$ cat config.mk
export PLATFORM = sky130hd
export DESIGN_NAME = reload_divider
export DESIGN_NICKNAME = d
export VERILOG_FILES = /design/src/rtl/reload_divider_pkg.sv /design/src/rtl/strobe_edge.sv /design/src/rtl/down_counter.sv /design/src/rtl/toggle_out_ff.sv /design/src/rtl/reload_divider.sv
export SDC_FILE = /design/constraint.sdc
export NUM_CORES = 1
export LEC_CHECK = 0
export BUFFER_PORTS_ARGS = -buffer_cell sky130_fd_sc_hd__buf_2
export CORE_UTILIZATION = 44
export CTS_CLUSTER_DIAMETER = 100
export CTS_CLUSTER_SIZE = 8
export DETAILED_ROUTE_END_ITERATION = 8
export MAX_ROUTING_LAYER = met4
export PLACE_DENSITY = 0.73
export SYNTH_ARGS = -nofsm -noshare
export SYNTH_HDL_FRONTEND = slang
export SYNTH_SLANG_ARGS = --single-unit
export TNS_END_PERCENT = 10
$ cat constraint.sdc
create_clock -name clk -period 1.7 [get_ports clk]
set_input_delay 0.085 -clock clk [delete_from_list [all_inputs] [get_ports clk]]
set_output_delay 0.085 -clock clk [all_outputs]
set_load 0.02 [all_outputs]
$ cat src/rtl/reload_divider_pkg.sv
// Package: shared types for the reload divider.
// Assumes: nothing beyond IEEE 1800-2017.
package reload_divider_pkg;
    // Which edge of a strobe counts as an event.
    typedef enum logic {
        EDGE_RISING  = 1'b0,
        EDGE_FALLING = 1'b1
    } edge_sel_e;

    // Priority-resolved drive of the output flip-flop.
    typedef enum logic [1:0] {
        OUT_KEEP   = 2'd0,
        OUT_TOGGLE = 2'd1,
        OUT_LOW    = 2'd2,
        OUT_HIGH   = 2'd3
    } out_cmd_e;
endpackage

$ cat src/rtl/strobe_edge.sv
// Module: strobe_edge
// Resynchronises one asynchronous strobe through SYNC_STAGES flip-flops
// and emits a one-cycle pulse for the chosen edge.
// Assumes: SYNC_STAGES >= 2, strobe pulses longer than two clk periods.
module strobe_edge
    import reload_divider_pkg::*;
#(
    parameter int        SYNC_STAGES = 2,
    parameter edge_sel_e EDGE        = EDGE_RISING
) (
    input  logic clk,
    input  logic rst_n,
    input  logic strobe,
    output logic pulse
);
    localparam int TOP = SYNC_STAGES - 1;

    logic [TOP:0] sync_q;
    logic         last_q;

    // Shift the raw strobe into the synchroniser chain.
    always_ff @(posedge clk) begin
        if (!rst_n) sync_q <= '0;
        else        sync_q <= {sync_q[TOP-1:0], strobe};
    end

    // Remember the previous synchronised level for edge detection.
    always_ff @(posedge clk) begin
        if (!rst_n) last_q <= 1'b0;
        else        last_q <= sync_q[TOP];
    end

    // Select the edge polarity at elaboration.
    generate
        if (EDGE == EDGE_RISING) begin : g_rise
            assign pulse = sync_q[TOP] & ~last_q;
        end else begin : g_fall
            assign pulse = ~sync_q[TOP] & last_q;
        end
    endgenerate

    // a pulse only ever lasts one cycle.
    a_r1_single_pulse: assert property (@(posedge clk) disable iff (!rst_n)
        pulse |=> !pulse);
endmodule

$ cat src/rtl/down_counter.sv
// Module: down_counter
// Down counter that reloads from reload_val on an event at zero
// or on an event with preset_n low, and decrements otherwise.
// Assumes: evt is a one-cycle pulse in the clk domain.
module down_counter #(
    parameter int CNT_W = 8
) (
    input  logic             clk,
    input  logic             rst_n,
    input  logic             evt,
    input  logic             preset_n,
    input  logic [CNT_W-1:0] reload_val,
    output logic [CNT_W-1:0] count,
    output logic             at_zero
);
    logic [CNT_W-1:0] cnt_q;
    logic             load;

    // Reload on zero or on an explicit preset.
    assign load    = !preset_n || (cnt_q == '0);
    assign at_zero = (cnt_q == '0);
    assign count   = cnt_q;

    // Advance the counter on each count event.
    always_ff @(posedge clk) begin
        if (!rst_n)     cnt_q <= '0;
        else if (evt)   cnt_q <= load ? reload_val : cnt_q - 1'b1;
    end

    // plain decrement away from zero.
    a_r3_decrement: assert property (@(posedge clk) disable iff (!rst_n)
        (evt && preset_n && count != '0) |=> count == CNT_W'($past(count) - 1'b1));
    // reload from zero.
    a_r4_reload_zero: assert property (@(posedge clk) disable iff (!rst_n)
        (evt && count == '0) |=> count == $past(reload_val));
    // preset load.
    a_r5_preset_load: assert property (@(posedge clk) disable iff (!rst_n)
        (evt && !preset_n) |=> count == $past(reload_val));
    // hold without an event.
    a_r9_hold_count: assert property (@(posedge clk) disable iff (!rst_n)
        !evt |=> $stable(count));
    // reset clears the count.
    a_r10_reset_count: assert property (@(posedge clk)
        !rst_n |=> count == '0);
endmodule

$ cat src/rtl/toggle_out_ff.sv
// Module: toggle_out_ff
// Output flip-flop that inverts on a terminal-count event unless a
// force input is active; force-high wins over force-low.
// Assumes: toggle_req is a one-cycle pulse; force inputs are synchronous.
module toggle_out_ff
    import reload_divider_pkg::*;
(
    input  logic clk,
    input  logic rst_n,
    input  logic toggle_req,
    input  logic force_lo_n,
    input  logic force_hi_n,
    output logic q
);
    out_cmd_e cmd;
    logic     q_r;

    // Resolve force priority and the toggle request.
    always_comb begin
        if (!force_hi_n)      cmd = OUT_HIGH;
        else if (!force_lo_n) cmd = OUT_LOW;
        else if (toggle_req)  cmd = OUT_TOGGLE;
        else                  cmd = OUT_KEEP;
    end

    // Update the output register from the resolved command.
    always_ff @(posedge clk) begin
        if (!rst_n) q_r <= 1'b0;
        else begin
            case (cmd)
                OUT_HIGH:   q_r <= 1'b1;
                OUT_LOW:    q_r <= 1'b0;
                OUT_TOGGLE: q_r <= ~q_r;
                default:    q_r <= q_r;
            endcase
        end
    end

    assign q = q_r;

    // an unforced toggle request flips the output.
    a_r4_toggle: assert property (@(posedge clk) disable iff (!rst_n)
        (toggle_req && force_hi_n && force_lo_n) |=> q != $past(q));
    // force-high, with priority.
    a_r7_force_high: assert property (@(posedge clk) disable iff (!rst_n)
        !force_hi_n |=> q);
    // force-low when force-high is idle.
    a_r8_force_low: assert property (@(posedge clk) disable iff (!rst_n)
        (force_hi_n && !force_lo_n) |=> !q);
    // no request, no force: output holds.
    a_r9_hold_out: assert property (@(posedge clk) disable iff (!rst_n)
        (!toggle_req && force_hi_n && force_lo_n) |=> $stable(q));
    // reset clears the output.
    a_r10_reset_out: assert property (@(posedge clk)
        !rst_n |=> !q);
endmodule

$ cat src/rtl/reload_divider.sv
// Module: reload_divider (top)
// Programmable divider: two edge-detected strobes feed a down counter
// whose zero-state reload flips a square-wave output flip-flop.
// Assumes: one system clock; strobes are asynchronous and slow
// relative to clk; force and preset inputs are synchronous to clk.
module reload_divider
    import reload_divider_pkg::*;
#(
    parameter int CNT_W       = 8,
    parameter int SYNC_STAGES = 2
) (
    input  logic             clk,
    input  logic             rst_n,
    input  logic [CNT_W-1:0] reload_val,
    input  logic             preset_n,
    input  logic             strobe_rise,
    input  logic             strobe_fall,
    input  logic             force_lo_n,
    input  logic             force_hi_n,
    output logic             toggle_out,
    output logic [CNT_W-1:0] count,
    output logic             term_cnt
);
    logic evt_rise, evt_fall, evt, at_zero;

    strobe_edge #(.SYNC_STAGES(SYNC_STAGES), .EDGE(EDGE_RISING)) u_edge_rise (
        .clk(clk), .rst_n(rst_n), .strobe(strobe_rise), .pulse(evt_rise));

    strobe_edge #(.SYNC_STAGES(SYNC_STAGES), .EDGE(EDGE_FALLING)) u_edge_fall (
        .clk(clk), .rst_n(rst_n), .strobe(strobe_fall), .pulse(evt_fall));

    // Merge coincident edges into a single count event.
    assign evt = evt_rise | evt_fall;

    down_counter #(.CNT_W(CNT_W)) u_cnt (
        .clk(clk), .rst_n(rst_n), .evt(evt), .preset_n(preset_n),
        .reload_val(reload_val), .count(count), .at_zero(at_zero));

    toggle_out_ff u_out (
        .clk(clk), .rst_n(rst_n), .toggle_req(evt && at_zero),
        .force_lo_n(force_lo_n), .force_hi_n(force_hi_n), .q(toggle_out));

    assign term_cnt = at_zero;

    // coincident edges still give one step.
    a_r2_merge: assert property (@(posedge clk) disable iff (!rst_n)
        (evt_rise && evt_fall && preset_n && count != '0)
            |=> count == CNT_W'($past(count) - 1'b1));
endmodule

# After elaboration in Yosys (flattened, before gate mapping)
# Index checks and enable logic that the tools add are counted.
[word_totals]
register_bits = 15
in_bits = 15
word_cells = 26
[classes]
addsub = 1
eq_ne = 3
n_mux = 5
bitwise = 6
n_reduce_logical = 5
[ops]
columns = ["op", "count"]
rows = [
  ["8-bit zero test", 1],
  ["8-bit 2-to-1 mux", 1],
  ["8-bit by 1-bit subtractor with 8-bit output (second input constant)", 1],
  ["2-bit equality test (second input constant)", 2],
  ["2-bit 2-to-1 mux", 2],
  ["1-bit NOT", 3],
  ["1-bit one-hot mux with 3 select lines", 1],
  ["3-bit nonzero test", 1],
  ["1-bit AND", 2],
  ["2-bit by 1-bit equality test with 1-bit output (second input constant)", 1],
  ["1-bit logical AND", 1],
  ["1-bit zero test", 1],
  ["1-bit logical OR", 1],
  ["1-bit 2-to-1 mux", 1],
  ["1-bit bitwise OR", 1],
]

# Depth between registers and ports, before layout
[depth]
depth_word = 9
mapped_depth = 6

# Hierarchy
# A second synthesis with hierarchy kept.
[unflattened]
cells_unflattened = 90
area_unflattened_um2 = 804.5
[by_module_without_submodules]
columns = ["module", "n_inst", "cells_per_inst", "area_per_inst_um2"]
rows = [
  ["down_counter", 1, 69, 566.8],
  ["strobe_edge at u_edge_rise", 1, 7, 92.6],
  ["strobe_edge at u_edge_fall", 1, 7, 88.8],
  ["toggle_out_ff", 1, 5, 42.5],
  ["reload_divider", 1, 2, 13.8],
]

# Worst setup path after synthesis
# Ideal clock, no wire load.
[synth_path]
path_type = "reg-to-reg"
startpoint = "register u_cnt.cnt_q[0], in the netlist u_cnt.count[0]"
endpoint = "register u_cnt.cnt_q[4], in the netlist u_cnt.count[4]"
t_arrival_ns = 1.692
setup_slack_ns = -0.075
stages_incl_launch_ff = 6
n_path_buf = 0
synth_period_minus_slack_ns = 1.775
cell_sequence = "dfxtp_1 -> inv_1 -> ha_1 -> or3b_2 -> or4_1 -> o221ai_1"
[synth_via]
elab_chain_len = 3
elab_cells_between_ends = 4
[synth_rtl]
columns = ["element", "line_no", "source"]
rows = [
  ["start, declared", "down_counter.sv:16", "logic [CNT_W-1:0] cnt_q;"],
  ["start signal, assigned", "down_counter.sv:27", "else if (evt) cnt_q <= load ? reload_val : cnt_q - 1'b1;"],
  ["branches (longest 2 deep; another with 8-bit by 1-bit subtractor with 8-bit output)", "--", ""],
  ["8-bit 2-to-1 mux *", "down_counter.sv:27", ""],
]
# Every way passes the cells marked *.
# A chain may end at the register's enable or synchronous reset.

# Worst setup path after layout
[layout_path]
startpoint = "register u_cnt.cnt_q[1], in the netlist u_cnt.count[1]"
endpoint = "register u_cnt.cnt_q[5], in the netlist u_cnt.count[5]"
# The elaborated chain is that of the path after synthesis.

==> impl_results.md <==
- Status: finished, final reports clean
- Gpl congestion: 0.807
- Starting Density: 0.497
- Number of top-level pins: 25
- Vias per cell: 5.57
- Cell area after synthesis: 792 µm²
- Ys Warns: 0
- DR iter-0 viols: 31
- Full die area: 0.00197 mm²
- DRT Wirelength: 1930 µm
- PwrDens: 883 mW/mm²
- Clock tree sinks: 15
- Num CTS Buffers: 3
- Share of cells above drive strength 1: 0.395
- Floorplan row count: 14
- Multi-input gate area: 480 µm²
- Max_slew headroom: 0.637
- Worst path slowest cell: or4b_4
- Htree depth: 1
- EDFF count, synth: 0
- Post-DP HPWL: 1430 µm
- Critical Path End Type: flip-flop
- Syn Nets: 106
- Required @ worst endpoint: 1.92 ns
- Layout Skew: 0.00476 ns
- Fin. max-slew vios: 0
- Largest net degree at the start of global routing: 14
- Number of vias in the routed layout: 824
- Chip Height: 44.4 µm
- Yosys reg bits: 15
- Worst-Skew Late Latency: 0.29 ns
- Worst Max-Slew Pin Slew: 0.543 ns
- CORE AREA: 0.00159 mm²
- First-pass GRT wire length: 3310 µm
- Fmax: 592 MHz
- Top delay family on crit path: simple AND/OR/NAND/NOR gates
- Most frequent cell after synthesis: dfxtp_1
- Sequential area share after synthesis: 0.379
- Initial antenna violation count: 0
- Clock Pin Slew Worst Setup and Hold Paths: 0.10 ns
- Area share of the largest cell type after synthesis: 0.379
- Leading area contributor after synthesis: dfxtp_1
- Layout filler cell count: 135
- Residual DRC count: 0
- RSZ-0062 raised after global routing: true
- Most used DFF post-synth: dfxtp_1
- Avg Cell Area, Syn: 8.90 µm²
- Utilization after layout: 0.674
- Top post-synthesis cells by area: dfxtp_1 38%, and2_1 5.5%, o21ai_0 4.4%
- Leakage: 0.000472 µW
- CTS tree: done
- Post-route antenna net violation count: 0
- Worst VDD drop: 0.703 mV
- Worst setup margin: 0.00954 ns
- Mapped Cells: 89
- GRT Total Usage: 0.236
- Final setup viols: 0
- Tmin final: 1.69 ns
- Post-layout net count: 142
- Port bufs: 24
- WHS: 0.0395 ns
- FFs w/ async S/R, synth: 0
- Gr ovfl total: 0
- DRT Pass-1 Iters: 4
- Root Buffer: clkbuf_4
- DR WL/cell: 13.0 µm
- Crit start category: flip-flop
- Crit-path cells: inv_2 -> ha_4 -> or4b_4 -> o31ai_4 -> buf_6 -> a31oi_1 -> o22ai_1
- N_diodes: 0
- Distinct cell type count after synthesis: 39
- Vias in the first global route: 773
- Maximum fanout along the worst path: 6
- Crit path buffers/inverters: 2
- Area delta synth->final: 35.7%
- Die X: 44.4 µm
- Commonest cells post-synth: 15 x dfxtp_1, 7 x and2_1, 7 x nand2_1, 7 x o21ai_0, 6 x inv_1
- Tcrit/Tclk final: 0.994
- Crit path kind: flip-flop to flip-flop
- FF+latch area: 303 µm²
- CP arrival: 1.91 ns
- # Max-Cap Violations: 0
- Fin. Hold Viols: 0
- Hold crit path type: input pin to flip-flop
- CP peak stage delay: 0.48 ns
- FF-to-FF setup slack: 0.01 ns
- Dpl ws: -0.0493 ns
- Clock buffer depth: 2
final timing paths:
path                                 endpoint                              from  depth (start not counted)
min reg2reg  u_edge_rise.sync_q[1]$_SDFF_PN0_  u_edge_rise.sync_q[0]$_SDFF_PN0_                          1
max               u_cnt.count[5]$_SDFFE_PN0P_       u_cnt.count[1]$_SDFFE_PN0P_                          7
max reg2reg       u_cnt.count[5]$_SDFFE_PN0P_       u_cnt.count[1]$_SDFFE_PN0P_                          7
min               u_cnt.count[4]$_SDFFE_PN0P_                     reload_val[4]                          3
cell families (layout without fill, tap and decap cells):
group                    count (synthesis)  in the layout  synth area share
AND/OR/NAND/NOR                         34             34             0.262
AO/OA/AOI/OAI                           28             28             0.262
flip-flops                              15             15             0.379
buffers and inverters                    9             44            0.0521
adder cells (fa/ha/maj)                  2              2            0.0316
multiplexers                             1              1            0.0126
cells in the final DEF, fill, tap and decap left out, types with 2 or more instances in the layout:
| master | synthesis | routed |
|---|---|---|
| and3_1 | 2 | 2 |
| nand3_1 | 3 | 3 |
| o21ai_0 | 7 | 7 |
| dlygate4sd3_1 | 0 | 3 |
| o22ai_1 | 3 | 3 |
| or4_1 | 2 | 2 |
| nand2_1 | 7 | 7 |
| dfxtp_1 | 15 | 13 |
| buf_2 | 0 | 24 |
| dfxtp_2 | 0 | 2 |
| and2_1 | 7 | 7 |
| a31oi_1 | 3 | 3 |
| buf_4 | 0 | 6 |
| a21oi_1 | 3 | 3 |
| inv_1 | 6 | 4 |
| nand2b_1 | 2 | 2 |
| clkbuf_4 | 0 | 3 |
area by class of cell:
| type | instances | share of cell area |
|---|---|---|
| repair buffers | 34 | 0.192 |
| inverters | 6 | 0.0233 |
| flip-flops and latches | 15 | 0.282 |
| multi-input cells | 65 | 0.447 |
| well taps | 24 | 0.0279 |
| clock inverters | 1 | 0.00698 |
| clock buffers | 3 | 0.0210 |
through the flow:
step                power [µW]  std cells  area [µm²]  setup TNS (ns)
floorplan                  605         89         797               0
global placement           696        140         973         -0.0342
detailed placement         704        140         973          -0.203
CTS                        933        147        1040         -0.0920
global route              1020        148        1070          -0.449
finish                     949        148        1070               0
timing repair:
action                                 CTS  global route
endpoints found under the hold margin    3             0
setup endpoints to repair                7             8
hold buffers                             3             0
gates resized for setup                  2             5
pin swaps                                3             8
buffers inserted                         0             1
registers in the layout (all words and copies together) (netlist names):
register,cells
u_edge_rise.last_q,1
u_out.q,1
u_edge_fall.sync_q,2
u_edge_rise.sync_q,2
u_edge_fall.last_q,1
u_cnt.count,8
routing by layer:
metal,track usage,share of wire
met1,0.293,0.45
met2,0.356,0.46
met3,0.0490,0.063
met4,0.133,0.018
met5,-,0
worst min-delay path, cell delays in order:
cell      delay [ns]
buf_2           0.08
nand4_1         0.07
o221ai_1        0.07
where the power goes:
group / switching [µW] / internal, µW / total, µW
combinational: 174 / 158 / 333
sequential: 22.6 / 375 / 397
clock: 130 / 89.4 / 220
total: 327 / 622 / 949
Note: power is estimated with default switching activity, not from simulation.
